**src/rtl/pdseq_pkg.sv**
```systemverilog
package pdseq_pkg;

  typedef enum logic [3:0] {
    ST_IDLE      = 4'd0,
    ST_SAVE      = 4'd1,
    ST_IDLE_ACK  = 4'd2,
    ST_IDLE_STAT = 4'd3,
    ST_PWR_OFF   = 4'd4,
    ST_PWR_ON    = 4'd5,
    ST_REL_ACK   = 4'd6,
    ST_REL_STAT  = 4'd7,
    ST_RESTORE   = 4'd8
  } pdseq_state_e;

  // States whose wait is bounded by the timeout counter
  function automatic logic is_timed_wait(pdseq_state_e s);
    return (s == ST_IDLE_ACK) || (s == ST_IDLE_STAT) || (s == ST_PWR_OFF) ||
           (s == ST_PWR_ON)   || (s == ST_REL_ACK)   || (s == ST_REL_STAT);
  endfunction

endpackage

```
**src/rtl/pdseq_status_view.sv**
```systemverilog
module pdseq_status_view #(
  parameter bit HAS_SWITCH = 1'b1
) (
  input  logic pwr_stat,
  input  logic idle_stat,
  output logic dom_on
);
  // Switch status: 1 = off. Idle-only domain: on while port not idle.
  assign dom_on = HAS_SWITCH ? ~pwr_stat : ~idle_stat;
endmodule

```
**src/rtl/pdseq_wait_timer.sv**
```systemverilog
module pdseq_wait_timer #(
  parameter int unsigned LIMIT = 1_250_000
) (
  input  logic clk,
  input  logic rst_n,
  input  logic run,
  input  logic clr,
  output logic expired
);
  localparam int unsigned CW = $clog2(LIMIT + 1);
  localparam logic [CW-1:0] LAST = CW'(LIMIT - 1);

  logic [CW-1:0] cnt_q;

  always_ff @(posedge clk or negedge rst_n) begin
    if (!rst_n)          cnt_q <= '0;
    else if (clr || !run) cnt_q <= '0;
    else if (cnt_q != LAST) cnt_q <= cnt_q + 1'b1;
  end

  assign expired = run && (cnt_q == LAST);
endmodule

```
**src/rtl/pdseq_fsm.sv**
```systemverilog
module pdseq_fsm
  import pdseq_pkg::*;
#(
  parameter bit HAS_SWITCH   = 1'b1,
  parameter bit HAS_IDLE_REQ = 1'b1
) (
  input  logic         clk,
  input  logic         rst_n,
  input  logic         cmd_valid,
  input  logic         cmd_on,
  input  logic         dom_on,
  input  logic         idle_ack,
  input  logic         idle_stat,
  input  logic         pwr_stat,
  input  logic         save_done,
  input  logic         restore_done,
  input  logic         tmo,
  output pdseq_state_e st_q,
  output logic         st_change,
  output logic         idle_req_q,
  output logic         pwr_req_q,
  output logic         save_start_q,
  output logic         restore_start_q,
  output logic         clk_en_q,
  output logic         err_q
);
  localparam pdseq_state_e UP_FIRST   = HAS_SWITCH   ? ST_PWR_ON  : ST_REL_ACK;
  localparam pdseq_state_e AFTER_SAVE = HAS_IDLE_REQ ? ST_IDLE_ACK : ST_PWR_OFF;
  localparam pdseq_state_e AFTER_IDLE = HAS_SWITCH   ? ST_PWR_OFF : ST_IDLE;
  localparam pdseq_state_e AFTER_PWR  = HAS_IDLE_REQ ? ST_REL_ACK : ST_RESTORE;

  pdseq_state_e st_d;
  logic         hit_tmo;
  logic         accept;

  always_comb begin
    st_d    = st_q;
    hit_tmo = 1'b0;
    unique case (st_q)
      ST_IDLE:
        if (cmd_valid && (cmd_on != dom_on)) st_d = cmd_on ? UP_FIRST : ST_SAVE;
      ST_SAVE:
        if (save_done) st_d = AFTER_SAVE;
      ST_IDLE_ACK:
        if (idle_ack)      st_d = ST_IDLE_STAT;
        else if (tmo)      begin st_d = ST_IDLE; hit_tmo = 1'b1; end
      ST_IDLE_STAT:
        if (idle_stat)     st_d = AFTER_IDLE;
        else if (tmo)      begin st_d = ST_IDLE; hit_tmo = 1'b1; end
      ST_PWR_OFF:
        if (pwr_stat)      st_d = ST_IDLE;
        else if (tmo)      begin st_d = ST_IDLE; hit_tmo = 1'b1; end
      ST_PWR_ON:
        if (!pwr_stat)     st_d = AFTER_PWR;
        else if (tmo)      begin st_d = ST_IDLE; hit_tmo = 1'b1; end
      ST_REL_ACK:
        if (!idle_ack)     st_d = ST_REL_STAT;
        else if (tmo)      begin st_d = ST_IDLE; hit_tmo = 1'b1; end
      ST_REL_STAT:
        if (!idle_stat)    st_d = ST_RESTORE;
        else if (tmo)      begin st_d = ST_IDLE; hit_tmo = 1'b1; end
      ST_RESTORE:
        if (restore_done) st_d = ST_IDLE;
      default: st_d = ST_IDLE;
    endcase
  end

  assign st_change = (st_d != st_q);
  assign accept    = (st_q == ST_IDLE) && (st_d != ST_IDLE);

  always_ff @(posedge clk or negedge rst_n) begin
    if (!rst_n) begin
      st_q            <= ST_IDLE;
      idle_req_q      <= 1'b0;
      pwr_req_q       <= 1'b0;
      save_start_q    <= 1'b0;
      restore_start_q <= 1'b0;
      clk_en_q        <= 1'b0;
      err_q           <= 1'b0;
    end else begin
      st_q            <= st_d;
      save_start_q    <= (st_d == ST_SAVE)    && (st_q != ST_SAVE);
      restore_start_q <= (st_d == ST_RESTORE) && (st_q != ST_RESTORE);
      clk_en_q        <= (st_d != ST_IDLE);
      if ((st_d == ST_IDLE_ACK) && (st_q != ST_IDLE_ACK))     idle_req_q <= 1'b1;
      else if ((st_d == ST_REL_ACK) && (st_q != ST_REL_ACK))  idle_req_q <= 1'b0;
      if ((st_d == ST_PWR_OFF) && (st_q != ST_PWR_OFF))       pwr_req_q  <= 1'b1;
      else if ((st_d == ST_PWR_ON) && (st_q != ST_PWR_ON))    pwr_req_q  <= 1'b0;
      if (hit_tmo)     err_q <= 1'b1;
      else if (accept) err_q <= 1'b0;
    end
  end
endmodule

```
**src/rtl/pdseq_ctrl.sv**
```systemverilog
module pdseq_ctrl
  import pdseq_pkg::*;
#(
  parameter int unsigned TIMEOUT_CYC  = 1_250_000,
  parameter bit          HAS_SWITCH   = 1'b1,
  parameter bit          HAS_IDLE_REQ = 1'b1
) (
  input  logic clk,
  input  logic rst_n,
  input  logic cmd_valid,
  input  logic cmd_on,
  input  logic idle_ack,
  input  logic idle_stat,
  input  logic pwr_stat,
  input  logic save_done,
  input  logic restore_done,
  output logic idle_req,
  output logic pwr_req,
  output logic save_start,
  output logic restore_start,
  output logic clk_en,
  output logic busy,
  output logic timeout_err
);
  pdseq_state_e st;
  logic         st_change;
  logic         dom_on;
  logic         tmo;

  pdseq_status_view #(.HAS_SWITCH(HAS_SWITCH)) u_view (
    .pwr_stat (pwr_stat),
    .idle_stat(idle_stat),
    .dom_on   (dom_on)
  );

  pdseq_wait_timer #(.LIMIT(TIMEOUT_CYC)) u_timer (
    .clk    (clk),
    .rst_n  (rst_n),
    .run    (is_timed_wait(st)),
    .clr    (st_change),
    .expired(tmo)
  );

  pdseq_fsm #(.HAS_SWITCH(HAS_SWITCH), .HAS_IDLE_REQ(HAS_IDLE_REQ)) u_fsm (
    .clk            (clk),
    .rst_n          (rst_n),
    .cmd_valid      (cmd_valid),
    .cmd_on         (cmd_on),
    .dom_on         (dom_on),
    .idle_ack       (idle_ack),
    .idle_stat      (idle_stat),
    .pwr_stat       (pwr_stat),
    .save_done      (save_done),
    .restore_done   (restore_done),
    .tmo            (tmo),
    .st_q           (st),
    .st_change      (st_change),
    .idle_req_q     (idle_req),
    .pwr_req_q      (pwr_req),
    .save_start_q   (save_start),
    .restore_start_q(restore_start),
    .clk_en_q       (clk_en),
    .err_q          (timeout_err)
  );

  assign busy = (st != ST_IDLE);
endmodule

```
**config.mk**
```make
export PLATFORM = sky130hd
export DESIGN_NAME = pdseq_ctrl
export DESIGN_NICKNAME = d
export VERILOG_FILES = /design/src/rtl/pdseq_pkg.sv /design/src/rtl/pdseq_status_view.sv /design/src/rtl/pdseq_wait_timer.sv /design/src/rtl/pdseq_fsm.sv /design/src/rtl/pdseq_ctrl.sv
export SDC_FILE = /design/constraint.sdc
export NUM_CORES = 1
export LEC_CHECK = 0
export CAP_MARGIN = 20
export CORE_UTILIZATION = 57
export DETAILED_ROUTE_END_ITERATION = 16
export DONT_BUFFER_PORTS = 1
export HOLD_SLACK_MARGIN = 0.02
export PLACE_DENSITY_LB_ADDON = 0.2
export SLEW_MARGIN = 20
export SYNTH_ARGS = -nofsm -noshare
export SYNTH_HDL_FRONTEND = slang
export SYNTH_SLANG_ARGS = --single-unit
export TNS_END_PERCENT = 50
```
**constraint.sdc**
```tcl
create_clock -name clk -period 2 [get_ports clk]
set_clock_uncertainty 0.15 [all_clocks]
set_input_delay 0.4 -clock clk [delete_from_list [all_inputs] [get_ports clk]]
set_output_delay 0.4 -clock clk [all_outputs]
set_load 0.05 [all_outputs]
```
-- Word level (Yosys, flattened, before mapping)
Cells that the tools add are included.
- add/subtract/negate cells: 1
- eq/ne operators: 24
- muxes and demuxes: 28
- bitwise operators: 1
- reduce and logical (&&, ||, !) cells: 23
- operators by type and width (cell ; count):
    $mux 21 ; 2
    $mux 4 ; 10
    $pmux 4 s9 ; 1
    $eq 4x3->1 const B ; 7
    $add 21x1->21 const B ; 1
    $eq 21x21->1 const B ; 1
    $ne 21x21->1 const B ; 1
    $mux 1 ; 13
    $eq 4x2->1 const B ; 3
    $ne 4x3->1 const B ; 3
    $logic_and 1x1->1 ; 9
    $eq 4x1->1 const B ; 2
    $eq 4x4->1 const B ; 2
    $reduce_bool 2->1 ; 4
    $reduce_bool 4->1 ; 2
    $logic_or 1x1->1 ; 6
    $pmux 1 s6 ; 1
    $logic_not 4->1 ; 1
    $ne 4x1->1 const B ; 1
    $ne 4x2->1 const B ; 1
    $ne 4x4->1 ; 1
    $ne 4x4->1 const B ; 1
    $mux 3 ; 1
    $logic_not 1->1 ; 1
    2 further kinds ; 2
- bits in registers: 31
- input port bits: 9
- output and inout bits: 7

-- Logic depth before layout (Yosys ltp)
- depth in word-level cells: 14
- depth in mapped cells: 7
- mapped depth without buffers: 6

-- Hierarchy
A second synthesis with hierarchy kept.
- cell total of the unflattened synthesis: 213
- area total of the unflattened synthesis: 1970.6 sq um
- by module, submodules not included (module ; times used ; cells an instance ; area an instance (sq um) ; seq. area each (sq um)):
    pdseq_wait_timer ; 1 ; 130 ; 1192.4 ; 525.5
    pdseq_fsm ; 1 ; 80 ; 757.0 ; 250.2
    pdseq_ctrl ; 1 ; 2 ; 17.5 ; 0.0
    pdseq_status_view ; 1 ; 1 ; 3.8 ; 0.0

-- Worst setup path before layout
OpenSTA, ideal clock, no wires.
- kind: flip-flop to flip-flop
- from: reg u_timer.cnt_q[0]
- to: reg u_timer.cnt_q[10]
- setup time: 0.080 ns
- arrival time: 1.718 ns
- required time: 1.770 ns
- slack: 0.052 ns
- cell stages (with the launch flop): 8
- buffers on the path: 1
- path through: dfrtp_1 ha_1 and4_1 and4_4 a221oi_2 o21ai_2 clkbuf_4 nor3_2
- cells in the longest elaborated chain, start to end: 8
- ends and longest elaborated chain (what ; RTL line ; source):
    from (decl) ; pdseq_wait_timer.sv:13 ; logic [CW-1:0] cnt_q;
    from (signal assigned) ; pdseq_wait_timer.sv:18 ; else if (cnt_q != LAST) cnt_q <= cnt_q + 1'b1;
    $eq 21x21->1 ; pdseq_wait_timer.sv:21 ; assign expired = run && (cnt_q == LAST);
    $logic_and 1x1->1 ; pdseq_wait_timer.sv:21 ;
    $mux 4 ; -- ;
    $mux 4, or another cell as far along ; pdseq_fsm.sv:60 ; if (!idle_stat) st_d = ST_RESTORE;
    $pmux 4 s9 ; pdseq_fsm.sv:39 ; unique case (st_q)
    $ne 4x4->1 ; pdseq_fsm.sv:68 ; assign st_change = (st_d != st_q);
    $logic_or 1x1->1 ; pdseq_wait_timer.sv:17 ; else if (clr || !run) cnt_q <= '0;
    $mux 21 or $reduce_bool 2->1 (tied branches) ; -- ;
Several ways; a longest one is shown, not always the timed one. The select of a mux whose other input is x is not followed.
A chain may end at the register's enable or synchronous reset.

-- Worst setup path after layout
- from: reg u_timer.cnt_q[5]
- to: reg u_timer.cnt_q[0]
The elaborated chain is that of the path after synthesis.

==> flow_summary.toml <==
[sta]
hold_viol = 0
setup_viol = 9
finalCritPeriodShare = 1.01
maxSlewViolCount = 0
fin_ws_ps = -14.4
maxSlewHeadroom = 0.656
fin_crit_ps = 2010
worst_pin_slew_ps = 517
fin_setup_tns_ps = -37.9
rsz0062_at_grt = "yes"
fmax_mhz = 496

[finish]
area_growth_pct = 23.4
multi_input_area_sq_um = 1280
fillCellCount = 244
diodes = 0
layout.nets = 258
fin_area_sq_um = 2610
drive_gt1_frac = 0.349
final_cells = 295
regArea_sq_um = 781

[floorplanning]
num_rows = 21
ioPinCount = 16
die-width_microns = 62.9
start_util = 0.613
core_sq_um = 3440
dieArea_sq_um = 3950
fp.dieH_microns = 62.9

[synth]
ys_async_sr_fraction = 1.00
yosys.cell_types.count = 51
syn_area_sq_um = 2110
synth_flop_cell = "dfrtp_1"
syn_area_per_cell_sq_um = 9.77
ys_seq_area_frac = 0.368
yosys_warnings = 0
synthCells = 216
synth_edf_count = 0
syn_nets = 226
ys_ff_latch = 31

[placement]
globalplace.congestion = 0.998
port_buffers = 0
place_inst = 282
place_area_sq_um = 2360
pre_cts_ws_ps = -36.9
dp_hpwl_microns = 3790

[power_and_ir_drop]
total_leakage_power_uw = 0.00104
ir_drop_uv = 915
power_density_nw_per_um2 = 1120
power.total_uw = 2920

[setup_path]
r2r_slack_ps = -10
crit_path_start_kind = "flip-flop"
crit_required_ps = 2010
critPathArrivalTime_ps = 2030
cp-end-kind = "flip-flop"
criticalPathCategory = "reg -> reg"
crit_path_max_fanout = 21

[route]
route.antenna.remaining_nets = 0
firstDrtPassIters = 4
drc = 0
viasPerCell = 6.20
routedWlPerCell_microns = 17.9
vias = 1830
drtIter0Drc = 110
routed_wl_microns = 5290

[run_status]
status = "finished, violations left"
violations = "setup timing"

[global_route]
grt_usage = 0.289
antenna_found_initial = 0
grt_max_degree = 32
grt_first_pass_wirelength_microns = 8910
grt_pass1_vias = 1839
grt-ovfl-total = 0

[worst_hold_path]
worstHoldPathType = "in -> reg"

[clock_network]
cts_tree = "built"
clock_sinks = 31
clk_pin_slew_ps = 70
cts_inserted_buffers = 5
insertion_delay_ps = 280
cts_root_buffer = "clkbuf_8"
htreeDepth = 2
cts_buffer_depth = 2

[flow_run]
maxCapViolations = 0
## Yosys cell counts, types with 2 or more instances
master	n	area share
nor3_1	6	0.014
inv_1	9	0.016
nor2_1	12	0.021
or3_1	3	0.0089
o21ai_0	7	0.017
dfrtp_1	31	0.37
mux2i_1	3	0.014
nor4_1	3	0.0089
xor2_1	8	0.033
nand2b_1	8	0.024
buf_2	5	0.012
a31oi_1	3	0.0089
nor3_2	21	0.10
xnor2_1	14	0.058
nand2_1	12	0.021
clkbuf_4	2	0.0071
buf_6	3	0.016
a21oi_1	8	0.019
nand3b_1	3	0.011
and3_1	4	0.012
nor4b_2	2	0.014
nand4_2	2	0.012
nand4b_1	2	0.0083
nand3_1	10	0.024
nand4_1	5	0.015
and4_1	4	0.017
o31ai_1	2	0.0071
## layer usage
layer	track usage	routed length [microns]
met1	0.350	2160
met2	0.523	2790
met3	0.0456	213
met4	0.0872	138
met5	0	0
## flip-flops by register name (all words and copies together) (netlist names)
name	count
u_fsm.pwr_req_q	1
u_fsm.restore_start_q	1
u_fsm.st_q	4
u_timer.cnt_q	21
u_fsm.clk_en_q	1
u_fsm.save_start_q	1
u_fsm.idle_req_q	1
u_fsm.err_q	1
## logic make-up (layout without fill, tap and decap cells)
group                      count (synthesis)  count (layout)  share of synthesized area
DFF                                       31              31                      0.368
adders and majority gates                  1               1                    0.00593
AOI/OAI and AO/OA                         34              34                      0.111
xor gates and xnor gates                  22              22                     0.0913
buffers and inverters                     21              54                     0.0563
muxes                                      3               3                     0.0142
and+or+nand+nor                          104             104                      0.354
## cell usage in the layout (no fill, tap or decap), types with 2 or more instances in the layout
cell / instances
dfrtp_1: 27
o21ai_1: 2
nor4_4: 2
nor4_1: 3
and4_1: 3
or3_1: 3
nor3_2: 19
a21oi_2: 3
mux2i_1: 3
nor3_1: 6
nand2b_1: 8
dfrtp_2: 4
a31oi_1: 2
clkbuf_8: 6
o31ai_1: 2
xor2_1: 8
nand3_1: 10
xnor2_1: 14
nor4b_4: 2
a21oi_1: 6
nand4_1: 5
buf_12: 4
buf_4: 31
and4_4: 2
nand3b_1: 3
o21ai_0: 6
nor3_4: 2
nand4b_1: 2
nand2_1: 12
nor2_1: 12
and3_1: 4
inv_1: 8
## path summary, 6_finish.rpt
kind	startpoint	endpoint	depth (start not counted)
min in group asynchronous	rst_n	u_timer.cnt_q[8]	2
worst max register to register	u_timer.cnt_q[5]	u_timer.cnt_q[0]	6
max in group asynchronous	rst_n	u_fsm.st_q[2]	2
worst min-delay path	save_done	u_fsm.st_q[1]	2
worst max-delay path	u_timer.cnt_q[5]	u_timer.cnt_q[0]	6
worst min register to register	u_timer.cnt_q[20]	u_timer.cnt_q[20]	2
## where the power goes
part	internal, uW	total, uW	switching [uW]
Clock	403	640	237
Sequential	694	878	184
Combinational	602	1400	796
Total	1700	2920	1220
## worst max-delay path, cell delays in order (launching register included)
cell and delay [ps]:
dfrtp_1 420, nor4b_4 380, and4_4 330, a32oi_2 120, a21oi_2 200, buf_12 210
nor3_1 70
## through the flow
stage                     hold slack (ps)   util
after global placement              -44.9  0.686
after floorplan                     -45.6      -
after global routing                  139  0.757
after detailed placement            -45.0  0.686
after CTS                             113  0.741
final                                 117  0.757
## final cells by class
type,count,share of cell area
sequential,31,0.300
timing repair buffer,37,0.128
inverter,9,0.0130
clock buffer,6,0.0317
tap,46,0.0221
clock inverter,2,0.0134
multi-input combinational,164,0.492
## what timing repair did
item                       CTS  global route
pin swaps                    2             4
setup buffers                2             1
gates resized for setup      5            13
hold endpoints to repair    31             0
setup endpoints to repair   24            26
hold buffers                 2             0
No activity file was read; power rests on OpenSTA's default activity.
